## src/rtl/gpio_port_pkg.sv

```systemverilog
package gpio_port_pkg;

  localparam int GP_PINS = 8;

  typedef enum logic [2:0] {
    RG_NONE,
    RG_DATA,
    RG_DIR,
    RG_MODE,
    RG_ID
  } region_e;

  // Data-window word offsets and register word offsets (byte offset >> 2)
  localparam logic [9:0] WORD_DIR  = 10'h100;
  localparam logic [9:0] WORD_MODE = 10'h108;
  localparam logic [9:0] WORD_ID0  = 10'h3F8;

  function automatic logic [7:0] id_byte(input logic [2:0] idx);
    case (idx)
      3'd0: id_byte = 8'h61;
      3'd1: id_byte = 8'h10;
      3'd2: id_byte = 8'h14;
      3'd3: id_byte = 8'h00;
      3'd4: id_byte = 8'h0D;
      3'd5: id_byte = 8'hF0;
      3'd6: id_byte = 8'h05;
      default: id_byte = 8'hB1;
    endcase
  endfunction

  // New data value after a masked write: only masked output bits move
  function automatic logic [GP_PINS-1:0] masked_update(
    input logic [GP_PINS-1:0] cur,
    input logic [GP_PINS-1:0] wval,
    input logic [GP_PINS-1:0] amask,
    input logic [GP_PINS-1:0] dir
  );
    logic [GP_PINS-1:0] en;
    en = amask & dir;
    masked_update = (cur & ~en) | (wval & en);
  endfunction

  // Value seen by a data read: outputs from the register, inputs from the pins
  function automatic logic [GP_PINS-1:0] masked_view(
    input logic [GP_PINS-1:0] stored,
    input logic [GP_PINS-1:0] level,
    input logic [GP_PINS-1:0] amask,
    input logic [GP_PINS-1:0] dir
  );
    masked_view = ((stored & dir) | (level & ~dir)) & amask;
  endfunction

endpackage

```

## src/rtl/gpio_in_sync.sv

```systemverilog
module gpio_in_sync #(
  parameter int WIDTH  = 8,
  parameter int STAGES = 2
) (
  input  logic             clk,
  input  logic             rst_n,
  input  logic [WIDTH-1:0] async_in,
  output logic [WIDTH-1:0] sync_out
);

  logic [WIDTH-1:0] stage_q [STAGES];

  always_ff @(posedge clk) begin
    if (!rst_n) stage_q[0] <= '0;
    else        stage_q[0] <= async_in;
  end

  for (genvar s = 1; s < STAGES; s++) begin : g_stage
    always_ff @(posedge clk) begin
      if (!rst_n) stage_q[s] <= '0;
      else        stage_q[s] <= stage_q[s-1];
    end
  end

  assign sync_out = stage_q[STAGES-1];

endmodule

```

## src/rtl/gpio_port_decode.sv

```systemverilog
module gpio_port_decode
  import gpio_port_pkg::*;
#(
  parameter int ADDR_W = 12
) (
  input  logic [ADDR_W-1:0] addr,
  output region_e           region,
  output logic [2:0]        id_idx
);

  localparam int WORD_W = ADDR_W - 2;

  logic [WORD_W-1:0] word;
  assign word   = addr[ADDR_W-1:2];
  assign id_idx = addr[4:2];

  always_comb begin
    if (addr[ADDR_W-1:10] == '0)             region = RG_DATA;
    else if (word == WORD_W'(WORD_DIR))      region = RG_DIR;
    else if (word == WORD_W'(WORD_MODE))     region = RG_MODE;
    else if (word >= WORD_W'(WORD_ID0))      region = RG_ID;
    else                                     region = RG_NONE;
  end

endmodule

```

## src/rtl/gpio_port.sv

```systemverilog
module gpio_port
  import gpio_port_pkg::*;
#(
  parameter int ADDR_W      = 12,
  parameter int DATA_W      = 32,
  parameter int PINS        = GP_PINS,
  parameter int SYNC_STAGES = 2
) (
  input  logic              clk,
  input  logic              rst_n,
  input  logic              bus_valid,
  input  logic              bus_write,
  input  logic [ADDR_W-1:0] bus_addr,
  input  logic [DATA_W-1:0] bus_wdata,
  output logic [DATA_W-1:0] bus_rdata,
  input  logic [PINS-1:0]   pin_in,
  output logic [PINS-1:0]   pin_out,
  output logic [PINS-1:0]   pin_oe,
  output logic [PINS-1:0]   mode_sel
);

  localparam int MASK_LO = 2;
  localparam int MASK_HI = MASK_LO + PINS - 1;

  region_e          region;
  logic [2:0]       id_idx;
  logic [PINS-1:0]  pin_sync;
  logic [PINS-1:0]  addr_mask;
  logic [PINS-1:0]  data_q, dir_q, mode_q;
  logic             wr_req, rd_req;
  logic             wr_data, wr_dir, wr_mode;
  logic [DATA_W-1:0] rd_value;

  gpio_port_decode #(.ADDR_W(ADDR_W)) u_decode (
    .addr   (bus_addr),
    .region (region),
    .id_idx (id_idx)
  );

  gpio_in_sync #(.WIDTH(PINS), .STAGES(SYNC_STAGES)) u_sync (
    .clk      (clk),
    .rst_n    (rst_n),
    .async_in (pin_in),
    .sync_out (pin_sync)
  );

  assign addr_mask = bus_addr[MASK_HI:MASK_LO];
  assign wr_req    = bus_valid &&  bus_write;
  assign rd_req    = bus_valid && !bus_write;
  assign wr_data   = wr_req && (region == RG_DATA);
  assign wr_dir    = wr_req && (region == RG_DIR);
  assign wr_mode   = wr_req && (region == RG_MODE);

  always_ff @(posedge clk) begin
    if (!rst_n) begin
      data_q <= '0;
      dir_q  <= '0;
      mode_q <= '0;
    end else begin
      if (wr_data) data_q <= masked_update(data_q, bus_wdata[PINS-1:0], addr_mask, dir_q);
      if (wr_dir)  dir_q  <= bus_wdata[PINS-1:0];
      if (wr_mode) mode_q <= bus_wdata[PINS-1:0];
    end
  end

  always_comb begin
    rd_value = '0;
    case (region)
      RG_DATA: rd_value[PINS-1:0] = masked_view(data_q, pin_sync, addr_mask, dir_q);
      RG_DIR:  rd_value[PINS-1:0] = dir_q;
      RG_MODE: rd_value[PINS-1:0] = mode_q;
      RG_ID:   rd_value[7:0]      = id_byte(id_idx);
      default: rd_value = '0;
    endcase
  end

  always_ff @(posedge clk) begin
    if (!rst_n)      bus_rdata <= '0;
    else if (rd_req) bus_rdata <= rd_value;
  end

  assign pin_out  = data_q;
  assign pin_oe   = dir_q;
  assign mode_sel = mode_q;

endmodule

```

## config.mk

```make
export PLATFORM = sky130hd
export DESIGN_NAME = gpio_port
export DESIGN_NICKNAME = d
export VERILOG_FILES = /design/src/rtl/gpio_port_pkg.sv /design/src/rtl/gpio_in_sync.sv /design/src/rtl/gpio_port_decode.sv /design/src/rtl/gpio_port.sv
export SDC_FILE = /design/constraint.sdc
export NUM_CORES = 1
export LEC_CHECK = 0
export BUFFER_PORTS_ARGS = -buffer_cell sky130_fd_sc_hd__buf_2
export CORE_MARGIN = 4
export CORE_UTILIZATION = 40
export CTS_CLUSTER_DIAMETER = 50
export CTS_CLUSTER_SIZE = 14
export DETAILED_ROUTE_END_ITERATION = 16
export PLACE_DENSITY = 0.8
export SYNTH_ARGS = -nofsm -noshare
export SYNTH_HDL_FRONTEND = slang
export SYNTH_HIERARCHICAL = 1
export SYNTH_SLANG_ARGS = --single-unit
```

## constraint.sdc

```tcl
create_clock -name clk -period 3 [get_ports clk]
set_input_delay 0.3 -clock clk [delete_from_list [all_inputs] [get_ports clk]]
set_output_delay 0.3 -clock clk [all_outputs]
set_load 0.05 [all_outputs]
```

* Word level (Yosys, flattened, before mapping)
Memories as Yosys holds them, arrays and structs flattened. Cells that the tools add are included.
Storage, ports and cells: register bits 32, bits in writable memories 16, bits of input ports 56, output and inout port bits 56, logic and storage cells 48, memories 1
Cells by class: order comparisons 1, equality and inequality tests 12, mux-type cells 10, bitwise gates (word level) 12, reductions and logical operators 8
Memory list:
- u_sync.stage_q | words 2, width 8, read ports 2, clocked after Yosys merged registers in 0, wr ports 2, RTL line gpio_in_sync.sv:11 | logic [WIDTH-1:0] stage_q [STAGES];
Operator list (count):
- 8-bit case mux with 7 select lines | 1
- 8-bit AND | 6
- 8-bit case mux with 4 select lines | 1
- 10-bit by 9-bit equality test with 1-bit output, second input constant | 2
- 8-bit two-way mux | 2
- 8-bit inverter | 2
- 8-bit bitwise OR | 2
- 3-bit by 2-bit equality test with 1-bit output, second input constant | 4
- 3-bit equality test, second input constant | 4
- 3-bit two-way mux | 4
- 10-bit greater-or-equal comparator, second input constant | 1
- 3-bit by 1-bit equality test with 1-bit output, second input constant | 2
- 1-bit logical AND | 5
- 3-bit logical NOT | 1
- 2-bit logical NOT | 1
- 1-bit two-way mux | 2
- 1-bit bitwise OR | 2
- 1-bit logical NOT | 1

* Logic depth before layout (Yosys ltp)
depth in word-level cells 7, gate-level depth with buffers 8, depth with buffers taken out 6

* By module
The synthesis kept the hierarchy.
Modules (own cells, without submodules):
- gpio_port | instances 1, cells each 193, area an instance 1829.3 um^2, sequential area each 640.6 um^2
- gpio_in_sync | instances 1, cells each 33, area an instance 446.7 um^2, sequential area each 320.3 um^2
- gpio_port_decode | instances 1, cells each 13, area an instance 85.1 um^2, sequential area each 0.0 um^2

* Worst setup path before layout
OpenSTA, ideal clock, no wires.
path type input to register, start point in bus_addr[2], end point reg with a tool-made name, setup time 117 ps, arrival 1690 ps, slack 1192 ps, cell stages on the path 8, path buffers 2, path through nor4_2 -> a41o_1 -> buf_6 -> nor3b_4 -> buf_6 -> nand4_1 -> mux2i_1 -> nor2b_1
RTL lines:
- from (decl) | RTL line gpio_port.sv:13 | input logic [ADDR_W-1:0] bus_addr,

==> impl_metrics.csv <==
group,metric,value,unit
cells_and_area,drive_gt1_share,32.0,%
placement,place_area,0.00258,mm²
synth,synth_top_area_share,40.7,%
timing,finalCritPeriodShare,63.2,%
pwr,netSwitchingPower,0.341,mW
drt,routed_wl,5360,µm
global_routing,globalRouteTotalUtil,15.1,%
drt,drtIter0Drc,130,
clock_tree,post_cts_resized,0,
clock_tree,postCtsSetupRepairBufs,0,
synth,synth_area_per_cell,9.88,µm²
clock_tree,clockBufferDepth,2,
synth,ys_warn_count,6,
die,core,0.00561,mm²
drt,drc_errors,0,
die,io_pins,112,
clock_tree,htreeDepth,2,
drt,dr.pass1.iters,4,
pwr,ir_worst_vdd,334,µV
clock_tree,clkLatencyLatePin,300,ps
pwr,sequentialPowerShare,53.5,%
cells_and_area,finalCoreUtilization,47.6,%
global_routing,grt-ovfl-total,0,
pwr,p_leak,1.22,nW
timing,worst_pin_slew,1020,ps
synth,synth-seq-cells,48,
placement,dp_cells,358,
placement,dp_slack,855,ps
synth,synth_area,0.00236,mm²
clock_tree,root_buffer,"clkbuf_8",
timing,rsz0062_at_grt,"false",
synth,ys_types,40,
synth,yosysTopAreaCell,"dfxtp_1",
timing,max_freq,527,MHz
synth,synth_top_cells_by_count,"dfxtp_1, mux2i_1, buf_4, nor2b_1, and2_2",
status,outcome,"finished, final reports clean",
pwr,p_int,0.886,mW
die,die_h,84.8,µm
clock_tree,cts.sinks,48,
pwr,switching_share,27.8,%
synth,synth_cells,239,
die,die_x,84.8,µm
clock_tree,cts.reportedPaths.clkPinSlew,80,ps
setup_path,cp.required,3200,ps
placement,gp_congestion,0.806,
setup_path,cp-end-kind,"register",
die,die_area,0.00720,mm²
placement,io_buffers,61,
global_routing,grt_max_degree,50,
drt,routed_via_density,4.99,
synth,synth-edff-count,0,
clock_tree,cts_tree,"done",
synth,async_flop_share,0,%
placement,hpwl,3930,µm
cells_and_area,nets,349,
timing,hold_viol,0,
cells_and_area,antennaDiodeCount,0,
pwr,power.total,1.23,mW
timing,tns,0,ps
global_routing,grt_pass1_vias,1738,
clock_tree,cts-hold-fix-buffers,0,
min_path,hp-class,"in2reg",
drt,wire_per_inst,14.6,µm
timing,slew_violations,0,
global_routing,antenna_found_initial,0,
setup_path,cp_max_fo,10,
timing,finalSetupViolCount,0,
drt,ant_nets,0,
setup_path,startpoint_type,"input port",
pwr,combinationalPowerShare,15.0,%
timing,timing.hold.ws,220,ps
pwr,power_density,460,mW/mm²
cells_and_area,fin_cells,366,
timing,setup_ws,1100,ps
global_routing,grt_pass1_wl,8690,µm
cells_and_area,fin_area,0.00267,mm²
synth,synth_seq_area_share,40.7,%
die,initial_core_util,42.1,%
drt,vias,1828,
die,rows,27,
synth,synth.most_common_cell,"dfxtp_1",
timing,maxSlewHeadroom,31.9,%
timing,layout_min_cycle_time,1900,ps
clock_tree,numCtsBuffers,5,
flow_run,maxCapViolCount,0,
pwr,p_clk_share,31.5,%
cells_and_area,area_growth,13.0,%
timing,skew,9.01,ps
setup_path,cp.arrival,2090,ps
synth,synthTopCellsByArea,"dfxtp_1, mux2i_1, buf_4, nor2b_1, and2_2",
synth,synth_flop_cell,"dfxtp_1",
setup_path,critPathKind,"in2reg",
[placed cells by master (no fill, tap or decap), types with 6 or more instances in the layout]
cell | Yosys | layout
and2_1 | 7 | 7
conb_1 | 1 | 24
clkbuf_8 | 0 | 6
buf_2 | 1 | 61
nor2_1 | 10 | 10
mux2_2 | 7 | 7
nor2b_1 | 25 | 25
nand4_1 | 9 | 9
a31oi_1 | 6 | 6
dfxtp_1 | 48 | 48
o21ai_0 | 7 | 7
mux2i_1 | 30 | 30
and2_2 | 12 | 12
[final cells by class]
class,instances,area [µm²]
inverters,1,3.75
well taps,72,90.1
flip-flops and latches,48,961
multi-input cells,174,1200
repair buffers,63,320
fillers,561,2940
clock buffers,8,90.1
[power groups by stage]
stage,Combinational (mW),Clock [mW],Sequential [mW]
6_report,0.184,0.387,0.657
5_1_grt,0.196,0.426,0.658
4_1_cts,0.183,0.395,0.657
3_5_place_dp,0.182,0,0.672
3_3_place_gp,0.180,0,0.671
2_1_floorplan,0.148,0,0.689
[path summary, 6_finish.rpt]
kind                                   startpoint                               to  slack (ps)  cells past startpoint
hold / removal                          pin_in[7]  u_sync/stage_q[0][7]$_SDFF_PN0_         220                      2
setup / recovery                      bus_addr[2]                         register        1100                      8
hold reg to reg   u_sync/stage_q[0][6]$_SDFF_PN0_  u_sync/stage_q[1][6]$_SDFF_PN0_         430                      1
setup reg to reg           pin_oe[4]$_SDFFE_PN0P_        bus_rdata[4]$_SDFFE_PN0P_        1700                      3
[routing by layer]
layer / track usage [%] / up-vias / wire, µm
li1: - / 896 / -
met1: 19.2 / 851 / 2360
met2: 24.6 / 71 / 2530
met3: 4.56 / 10 / 374
met4: 5.04 / 0 / 91
met5: 0 / - / 0
[critical path, cell delays in order]
cell     delay (ps)
buf_2           170
nor4_2          340
a41o_1          260
nor3b_4         380
buf_4           250
nand4_1         130
mux2i_1         190
nor2b_1          70
[logic make-up after synthesis]
| kind of cell | Yosys count | share of synthesized area [%] |
|---|---|---|
| XOR/XNOR | 2 | 0.742 |
| multiplexers | 37 | 16.1 |
| buffers and inverters | 40 | 12.0 |
| other | 1 | 0.159 |
| AO/OA/AOI/OAI | 29 | 8.64 |
| AND/OR/NAND/NOR | 82 | 21.7 |
| flip-flops | 48 | 40.7 |
(Power assumes the default switching activity.)
